<file path="config.mk">
export PLATFORM = sky130hd
export DESIGN_NAME = spis_handshake
export DESIGN_NICKNAME = d
export VERILOG_FILES = /design/src/rtl/spis_pkg.sv /design/src/rtl/spis_sync.sv /design/src/rtl/spis_fifo.sv /design/src/rtl/spis_frame.sv /design/src/rtl/spis_handshake.sv
export SDC_FILE = /design/constraint.sdc
export NUM_CORES = 1
export LEC_CHECK = 0
export ABC_AREA = 1
export BUFFER_PORTS_ARGS = -buffer_cell sky130_fd_sc_hd__buf_2
export CORE_ASPECT_RATIO = 1.75
export CORE_MARGIN = 2
export CORE_UTILIZATION = 55
export CTS_BUF_LIST = sky130_fd_sc_hd__clkbuf_4
export CTS_CLUSTER_SIZE = 28
export DETAILED_ROUTE_END_ITERATION = 7
export PLACE_DENSITY = 0.75
export SYNTH_ARGS = -nofsm -noshare
export SYNTH_HDL_FRONTEND = slang
export SYNTH_HIERARCHICAL = 1
export SYNTH_SLANG_ARGS = --single-unit
</file>
<file path="constraint.sdc">
create_clock -name clk_i -period 1.8 [get_ports clk_i]
set_input_delay 0.27 -clock clk_i [delete_from_list [all_inputs] [get_ports clk_i]]
set_output_delay 0.27 -clock clk_i [all_outputs]
set_load 0.02 [all_outputs]
</file>
<file path="src/rtl/spis_pkg.sv">
package spis_pkg;
  localparam int unsigned HDR_LEN = 3;  // start, direction, select
  localparam int unsigned DIR_IDX = 1;
  localparam int unsigned SEL_IDX = 2;

  typedef enum logic {
    ST_IDLE  = 1'b0,
    ST_FRAME = 1'b1
  } spis_state_e;
endpackage

</file>
<file path="src/rtl/spis_sync.sv">
module spis_sync #(
  parameter int unsigned W      = 3,
  parameter int unsigned STAGES = 2
) (
  input  logic         clk_i,
  input  logic         rst_ni,
  input  logic [W-1:0] d_i,
  output logic [W-1:0] q_o
);
  logic [STAGES-1:0][W-1:0] pipe_q;

  always_ff @(posedge clk_i or negedge rst_ni) begin
    if (!rst_ni) pipe_q <= '0;
    else         pipe_q <= {pipe_q[STAGES-2:0], d_i};
  end

  assign q_o = pipe_q[STAGES-1];
endmodule

</file>
<file path="src/rtl/spis_fifo.sv">
module spis_fifo #(
  parameter int unsigned W     = 8,
  parameter int unsigned DEPTH = 4
) (
  input  logic         clk_i,
  input  logic         rst_ni,
  input  logic         push_i,
  input  logic [W-1:0] data_i,
  input  logic         pop_i,
  output logic [W-1:0] head_o,
  output logic         empty_o,
  output logic         full_o
);
  localparam int unsigned AW = (DEPTH > 1) ? $clog2(DEPTH) : 1;
  localparam int unsigned CW = $clog2(DEPTH + 1);
  localparam logic [AW-1:0] LAST_PTR = AW'(DEPTH - 1);
  localparam logic [CW-1:0] FULL_CNT = CW'(DEPTH);

  logic [W-1:0]  mem_q [DEPTH];
  logic [AW-1:0] wr_ptr_q, rd_ptr_q;
  logic [CW-1:0] cnt_q;
  logic          do_wr, do_rd;

  assign empty_o = (cnt_q == '0);
  assign full_o  = (cnt_q == FULL_CNT);
  assign do_wr   = push_i && !full_o;
  assign do_rd   = pop_i && !empty_o;
  assign head_o  = mem_q[rd_ptr_q];

  always_ff @(posedge clk_i) begin
    if (do_wr) mem_q[wr_ptr_q] <= data_i;
  end

  always_ff @(posedge clk_i or negedge rst_ni) begin
    if (!rst_ni) begin
      wr_ptr_q <= '0;
      rd_ptr_q <= '0;
      cnt_q    <= '0;
    end else begin
      if (do_wr) wr_ptr_q <= (wr_ptr_q == LAST_PTR) ? '0 : wr_ptr_q + 1'b1;
      if (do_rd) rd_ptr_q <= (rd_ptr_q == LAST_PTR) ? '0 : rd_ptr_q + 1'b1;
      case ({do_wr, do_rd})
        2'b10:   cnt_q <= cnt_q + 1'b1;
        2'b01:   cnt_q <= cnt_q - 1'b1;
        default: cnt_q <= cnt_q;
      endcase
    end
  end
endmodule

</file>
<file path="src/rtl/spis_frame.sv">
module spis_frame
  import spis_pkg::*;
#(
  parameter int unsigned DATA_W = 8
) (
  input  logic              clk_i,
  input  logic              rst_ni,
  input  logic              sclk_i,
  input  logic              cs_i,
  input  logic              mosi_i,
  output logic              miso_o,
  input  logic              rx_full_i,
  output logic              rx_push_o,
  output logic [DATA_W-1:0] rx_data_o,
  input  logic              tx_empty_i,
  input  logic [DATA_W-1:0] tx_head_i,
  output logic              tx_pop_o
);
  localparam int unsigned FRAME_LEN = HDR_LEN + DATA_W + 1;
  localparam int unsigned CNT_W     = $clog2(FRAME_LEN);
  localparam logic [CNT_W-1:0] DIR_CNT  = CNT_W'(DIR_IDX);
  localparam logic [CNT_W-1:0] SEL_CNT  = CNT_W'(SEL_IDX);
  localparam logic [CNT_W-1:0] STAT_CNT = CNT_W'(FRAME_LEN - 1);

  spis_state_e       state_q;
  logic [CNT_W-1:0]  cnt_q;
  logic              sclk_q, rise;
  logic              rd_q, fresh_q, miso_q, push_q, pop_q;
  logic [DATA_W-1:0] shin_q, shout_q, byte_q, last_q;

  assign rise      = sclk_i && !sclk_q;
  assign miso_o    = miso_q;
  assign rx_push_o = push_q;
  assign tx_pop_o  = pop_q;
  assign rx_data_o = shin_q;

  always_ff @(posedge clk_i or negedge rst_ni) begin
    if (!rst_ni) begin
      state_q <= ST_IDLE;
      cnt_q   <= '0;
      sclk_q  <= 1'b0;
      rd_q    <= 1'b0;
      fresh_q <= 1'b0;
      miso_q  <= 1'b0;
      push_q  <= 1'b0;
      pop_q   <= 1'b0;
      shin_q  <= '0;
      shout_q <= '0;
      byte_q  <= '0;
      last_q  <= '0;
    end else begin
      sclk_q <= sclk_i;
      push_q <= 1'b0;
      pop_q  <= 1'b0;
      unique case (state_q)
        ST_IDLE: begin
          if (rise) begin
            miso_q <= 1'b0;  // status window closes here
            if (cs_i && mosi_i) begin
              state_q <= ST_FRAME;
              cnt_q   <= CNT_W'(1);
            end
          end
        end
        ST_FRAME: begin
          if (!cs_i) begin  // abort: no queue side effect
            state_q <= ST_IDLE;
            miso_q  <= 1'b0;
          end else if (rise) begin
            cnt_q <= cnt_q + 1'b1;
            if (cnt_q == DIR_CNT) begin
              rd_q <= mosi_i;
            end else if (cnt_q == SEL_CNT) begin
              // select bit sampled but unused; pick read byte now
              fresh_q <= !tx_empty_i;
              byte_q  <= tx_empty_i ? last_q : tx_head_i;
              shout_q <= tx_empty_i ? last_q : tx_head_i;
            end else if (cnt_q == STAT_CNT) begin
              state_q <= ST_IDLE;
              if (rd_q) begin
                miso_q <= !fresh_q;
                if (fresh_q) begin
                  pop_q  <= 1'b1;
                  last_q <= byte_q;
                end
              end else begin
                miso_q <= rx_full_i;
                push_q <= !rx_full_i;
              end
            end else begin
              shin_q  <= {shin_q[DATA_W-2:0], mosi_i};
              miso_q  <= rd_q && shout_q[DATA_W-1];
              shout_q <= {shout_q[DATA_W-2:0], 1'b0};
            end
          end
        end
        default: state_q <= ST_IDLE;
      endcase
    end
  end
endmodule

</file>
<file path="src/rtl/spis_handshake.sv">
module spis_handshake #(
  parameter int unsigned DATA_W      = 8,
  parameter int unsigned RX_DEPTH    = 4,
  parameter int unsigned TX_DEPTH    = 4,
  parameter int unsigned SYNC_STAGES = 2
) (
  input  logic              clk_i,
  input  logic              rst_ni,
  input  logic              sclk_i,
  input  logic              cs_i,
  input  logic              mosi_i,
  output logic              miso_o,
  output logic [DATA_W-1:0] rx_data_o,
  output logic              rx_valid_o,
  input  logic              rx_pop_i,
  input  logic [DATA_W-1:0] tx_data_i,
  input  logic              tx_push_i,
  output logic              tx_full_o
);
  logic              sclk_s, cs_s, mosi_s;
  logic              rx_push, rx_full, rx_empty;
  logic [DATA_W-1:0] rx_wdata;
  logic              tx_pop, tx_empty;
  logic [DATA_W-1:0] tx_head;

  spis_sync #(.W(3), .STAGES(SYNC_STAGES)) i_sync (
    .clk_i  (clk_i),
    .rst_ni (rst_ni),
    .d_i    ({sclk_i, cs_i, mosi_i}),
    .q_o    ({sclk_s, cs_s, mosi_s})
  );

  spis_frame #(.DATA_W(DATA_W)) i_frame (
    .clk_i      (clk_i),
    .rst_ni     (rst_ni),
    .sclk_i     (sclk_s),
    .cs_i       (cs_s),
    .mosi_i     (mosi_s),
    .miso_o     (miso_o),
    .rx_full_i  (rx_full),
    .rx_push_o  (rx_push),
    .rx_data_o  (rx_wdata),
    .tx_empty_i (tx_empty),
    .tx_head_i  (tx_head),
    .tx_pop_o   (tx_pop)
  );

  spis_fifo #(.W(DATA_W), .DEPTH(RX_DEPTH)) i_rx_fifo (
    .clk_i   (clk_i),
    .rst_ni  (rst_ni),
    .push_i  (rx_push),
    .data_i  (rx_wdata),
    .pop_i   (rx_pop_i),
    .head_o  (rx_data_o),
    .empty_o (rx_empty),
    .full_o  (rx_full)
  );

  spis_fifo #(.W(DATA_W), .DEPTH(TX_DEPTH)) i_tx_fifo (
    .clk_i   (clk_i),
    .rst_ni  (rst_ni),
    .push_i  (tx_push_i),
    .data_i  (tx_data_i),
    .pop_i   (tx_pop),
    .head_o  (tx_head),
    .empty_o (tx_empty),
    .full_o  (tx_full_o)
  );

  assign rx_valid_o = !rx_empty;
endmodule

</file>
---- Yosys cells after proc, flatten, opt, wreduce, memory -nomap -nowiden ----
Memories as Yosys holds them, arrays and structs flattened.
Index checks and enable logic that the tools add are counted.
W data, S select, Z words.
storage, ports and cells
  word-level logic and storage cells ...... 129
  input port bits ......................... 15
  memory bits (writable) .................. 64
  output and inout bits ................... 11
  bits in registers ....................... 63
  memories kept ........................... 2
memories
  name             words  width  rd ports  clocked after memory_dff  wr ports  line             text
  i_rx_fifo.mem_q  4      8      1         0                         1         spis_fifo.sv:19  logic [W-1:0] mem_q [DEPTH];
  i_tx_fifo.mem_q  4      8      1         0                         1         spis_fifo.sv:19
operators by class
  add/subtract/negate cells ............... 9
  eq/ne operators ......................... 21
  bitwise logic cells ..................... 4
  reductions and logical operators ........ 24
  muxes and demuxes ....................... 49
operators by type and width
  cell                   count
  $mux W1                33
  $mux W8                3
  $mux W4                4
  $eq A2 B2 Y1 const B   6
  $pmux W3 S2            2
  $reduce_and A4 Y1      3
  $reduce_and A5 Y1      2
  $ne A3 B3 Y1 const B   3
  $add A2 B1 Y2 const B  4
  $mux W2                4
  $pmux W4 S2            1
  $reduce_and A8 Y1      1
  $logic_and A1 B1 Y1    7
  $add A3 B1 Y3 const B  2
  $eq A3 B3 Y1 const B   2
  $logic_not A1 Y1       6
  $logic_not A3 Y1       2
  $ne A2 B1 Y1 const B   3
  $reduce_and A6 Y1      1
  $sub A3 B1 Y3 const B  2
  $add A4 B1 Y4 const B  1
  $eq A2 B1 Y1 const B   2
  $eq A4 B1 Y1 const B   1
  $eq A4 B2 Y1 const B   1
  5 further kinds        11

---- Depth between registers and ports, before layout ----
  word-level depth ........................ 9
  depth in mapped cells ................... 12
  gate-level depth less buffers ........... 12

---- Hierarchy ----
Netlist, hierarchy kept.
by module, submodules not included
  module          sequential area each (um^2)  area each (um^2)  cells an instance  instances
  spis_fifo       1136.1                       1769.2            154                2
  spis_frame      1076.0                       2189.6            266                1
  spis_sync       150.1                        172.7             9                  1
  spis_handshake  0.0                          3.8               1                  1

---- Least setup slack after synthesis ----
OpenSTA, ideal clock, no wires.
  path type ............................... register to register
  start ................................... register i_rx_fifo.cnt_q[0]
  end ..................................... register i_rx_fifo.cnt_q[2]
  required time ........................... 1.683 ns
  path buffers ............................ 0
  path slack .............................. 0.135 ns
  cell stages (with the launch flop) ...... 11
  setup time .............................. 0.117 ns
  arrival ................................. 1.548 ns
  clock period less this slack ............ 1.665 ns
  path through ............................ dfrtp_1 > inv_1 > nand3_2 > nand2_4 > ha_1 > inv_1 > fa_1 > nand2_1 > nand3_1 > nand2_1 > nand2_1
between the ends
  longest elaborated chain between the ends .. 5
  elaborated cells on any way between the ends .. 12
  those cells by class .................... add/sub (2); eq/ne (3); mux (1); reduce/logical (6)
RTL lines
  element                                            line                              text
  from (decl)                                        spis_fifo.sv:21                   logic [CW-1:0] cnt_q;
  from (signal assigned)                             spis_fifo.sv:43                   2'b10: cnt_q <= cnt_q + 1'b1;
  from (signal assigned)                             spis_fifo.sv:44                   2'b01: cnt_q <= cnt_q - 1'b1;
  from (signal assigned)                             spis_fifo.sv:45                   default: cnt_q <= cnt_q;
  $eq A3 B3 Y1 or $logic_not A3 Y1 (tied branches)   spis_fifo.sv:25, spis_fifo.sv:24
  $logic_not A1 Y1 (on tied branches)                spis_fifo.sv:26, spis_fifo.sv:27
  $logic_and A1 B1 Y1 (on tied branches)             spis_fifo.sv:26, spis_fifo.sv:27
  $eq A2 B1 Y1 or $eq A2 B2 Y1 (tied branches)       spis_fifo.sv:42                   case ({do_wr, do_rd})
  $pmux W3 S2 or $reduce_bool A2 Y1 (tied branches)  n/a
Parallel ways exist; a longest one is shown, timed or not.
A chain may end at the register's enable or synchronous reset.

---- Worst setup path in the final report ----
  start ................................... register i_rx_fifo.rd_ptr_q[0]
  end ..................................... output port rx_data_o[5]
between the ends
  longest elaborated chain between the ends .. 1
RTL lines
  element                 line                  text
  from (decl)             spis_fifo.sv:20       logic [AW-1:0] wr_ptr_q, rd_ptr_q;
  from (signal assigned)  spis_fifo.sv:41       if (do_rd) rd_ptr_q <= (rd_ptr_q == LAST_PTR) ? '0 : rd_ptr_q + 1'b1;
  $mem_v2 Z4 W8           n/a
  to (decl)               spis_handshake.sv:13  output logic [DATA_W-1:0] rx_data_o,
Every way passes these cells.

==> run summary <==
Status -> complete, no violations
Crit path DAT -> 1520 ps
FP Rows -> 50
Flops & latches, synth -> 127
WP data required -> 1530 ps
Crit-path slowest cell -> dfrtp_1
Crit Path Class -> register to primary output
Endpoints failing setup -> 0
RSZ-0062 raised after global routing -> yes
Vias -> 4052
Vias per Instance -> 5.11
Area Growth Syn to Fin -> 14.3%
Detailed placement HPWL -> 7.17 mm
Skew final -> 21.9 ps
DRC Markers -> 0
Clock root buffer -> clkbuf_4
Final hold slack -> 237 ps
Worst Max-Slew Pin Slew -> 402 ps
Global route total overflow -> 0
First-pass GRT wire length -> 18.0 mm
Worst-path clk slew -> 120 ps
Die ar. -> 11600 um2
CP Max Fanout -> 35
Final hold vios -> 0
Post-layout instance area -> 6750 um2
Synth warn -> 6
Gate Count Post-Synth -> 584
Slew Limit Fails -> 0
Pin count of the biggest net entering global routing -> 64
Worst-skew pair later-pin latency -> 540 ps
Nets -> 681
Synth area leader -> edfxtp_1
Pwr dens -> 1160 nW/um2
Via count of the first global-routing pass -> 4064
Num CTS Buffers -> 17
Routed WL -> 10.5 mm
DP Area -> 6150 um2
GP Congestion -> 0.821
Htree depth -> 4
CTS sink cnt -> 127
Max stage delay on crit path -> 410 ps
Maximum VDD drop -> 0.784 mV
Pre-antenna DRT Iters -> 4
HP Class -> primary input to async pin
Die Y -> 141 um
Synth area leaders -> edfxtp_1, dfrtp_1, nand2_1
Post-synth top area share -> 32.5%
Period utilization -> 99.6%
# port buffers -> 25
Total of max-cap violations -> 0
Synth unique cells -> 31
Syn Area/Cell -> 10.1 um2
Max clock buf depth -> 2
Fmax -> 558 MHz
Share of cells above drive strength 1 -> 19.6%
Iter 0 DRT Violations -> 190
Crit path time final -> 1790 ps
Syn_nets -> 616
Post-route ant nets -> 0
Initial Utilization -> 55.8%
TNS Setup -> 0 ps
All-Layer GR Usage -> 20.6%
Post-Syn Area -> 5900 um2
Power Total -> 7850 uW
Worst Setup End Kind -> primary output
Core area -> 10600 um2
Startpoint type of the worst setup path -> register
Initial antenna violation count -> 1
Die X -> 82.3 um
Cell Chain, Critical Path -> buf_12 -> o211ai_1 -> nand2_1 -> buf_2
Leakage Power -> 0.00323 uW
Post-DR wirelength/cell -> 13.3 um
I/O pin total -> 26
Slew HR -> 73.0%
CTS tree -> done
Post-synthesis sequential area ratio -> 59.2%
[logic make-up (layout without fill, tap and decap cells)]
group,count (synthesis),after routing,share of synthesized area (%)
and+or+nand+nor,288,288,22.5
DFF,127,127,59.2
buffers and inverters,102,180,8.60
AOI/OAI and AO/OA,48,48,5.49
adders and majority gates,17,17,3.86
xor gates and xnor gates,2,2,0.297
other,0,1,0
[final timing paths]
check	slack (ps)	startpoint	depth (start not counted)	endpoint
max	7	i_rx_fifo/rd_ptr_q[0]$_DFFE_PN0P_	4	rx_data_o[5]
min	240	rst_ni	3	i_frame/byte_q[4]$_DFFE_PN0P_
max reg2reg	50	i_rx_fifo/cnt_q[2]$_DFFE_PN0P_	11	i_rx_fifo/cnt_q[2]$_DFFE_PN0P_
min reg2reg	360	i_sync/pipe_q[1]$_DFF_PN0_	0	i_sync/q_o[1]$_DFF_PN0_
max in group asynchronous	1230	rst_ni	3	i_rx_fifo/rd_ptr_q[1]$_DFFE_PN0P_
min in group clk_i	360	i_sync/pipe_q[1]$_DFF_PN0_	0	i_sync/q_o[1]$_DFF_PN0_
[sequential cells by signal, summed over array words and instances, names as in the netlist, 3 cells and up]
name	flops
i_frame/rx_data_o	8
i_frame/cnt_q	4
i_sync/q_o	3
i_sync/pipe_q	3
i_frame/last_q	8
i_tx_fifo/cnt_q	3
i_rx_fifo/cnt_q	3
i_frame/byte_q	8
i_frame/shout_q	8
i_tx_fifo/mem_q	32
i_rx_fifo/mem_q	32
[Yosys cell counts, drive strengths merged]
cell    count
nand4      11
inv        84
edfxtp     64
xnor2       2
o21ai      13
a21oi       3
ha         15
fa          2
or2         1
nor3        1
buf        18
nor2       21
o211ai     32
nand3      29
dfrtp      63
nand2     225
[worst max-delay path: cells and delay by family, from the launching register on]
kind | cells | cell delay, ps
buffers and inverters | 2 | 320
AND/OR/NAND/NOR | 1 | 60
AO/OA/AOI/OAI | 1 | 180
flip-flops | 1 | 410
[where the power goes]
part | internal [uW] | switching [uW]
Combinational | 871 | 1350
Clock | 979 | 1120
Sequential | 3350 | 185
[per-stage QoR]
stage / setup slack (ps) / util (%) / instances
2_1_floorplan: 135 / - / 584
3_3_place_gp: 117 / 58.2 / 739
3_5_place_dp: -15.9 / 58.2 / 739
4_1_cts: -47.2 / 62.7 / 786
5_1_grt: -115 / 63.8 / 793
6_report: 6.52 / 63.8 / 793
[layer usage]
| metal | share of wire (%) | track usage [%] | vias to the layer above |
|---|---|---|---|
| met1 | 36 | 20.2 | 1963 |
| met5 | 0 | 0 | - |
| li1 | - | - | 2011 |
| met2 | 60 | 38.2 | 58 |
| met3 | 2.6 | 5.89 | 20 |
| met4 | 1.8 | 9.12 | 0 |
[timing repair]
action	4_1_cts	5_1_grt
gates resized for setup	10	23
hold buffers	14	0
endpoints found under the hold margin	102	0
pin swaps	4	6
setup buffers	1	6
setup endpoints to repair	11	13
[layout by cell type, fill, tap and decap left out, types with 2 or more instances in the layout]
cell           count
nor2_4             2
inv_1             69
inv_2             13
clkinvlp_4         4
bufinv_16          3
nand2_1          211
buf_6              3
o211ai_1          32
ha_1              14
xnor2_1            2
fa_2               2
nand3_4            8
a21oi_1            3
nor2_8             2
nand2_4            5
buf_12             2
clkinv_2           2
clkbuf_4          17
inv_6              6
nand2_2            9
nor2_1            17
buf_2             23
nand3_1           21
nand4_1           10
o21ai_1            3
dfrtp_1           62
edfxtp_1          64
dlygate4sd3_1     14
o21ai_0            9
buf_4             22
[final cells by class]
type / count / area (um2)
Fill cell: 813 / 3820
Tap cell: 130 / 163
Sequential cell: 127 / 3500
Inverter: 84 / 323
Timing Repair Buffer: 64 / 494
Clock inverter: 15 / 183
Antenna cell: 1 / 2.50
Clock buffer: 17 / 128
Multi-Input combinational cell: 355 / 1960
Note: power is estimated with default switching activity, not from simulation.
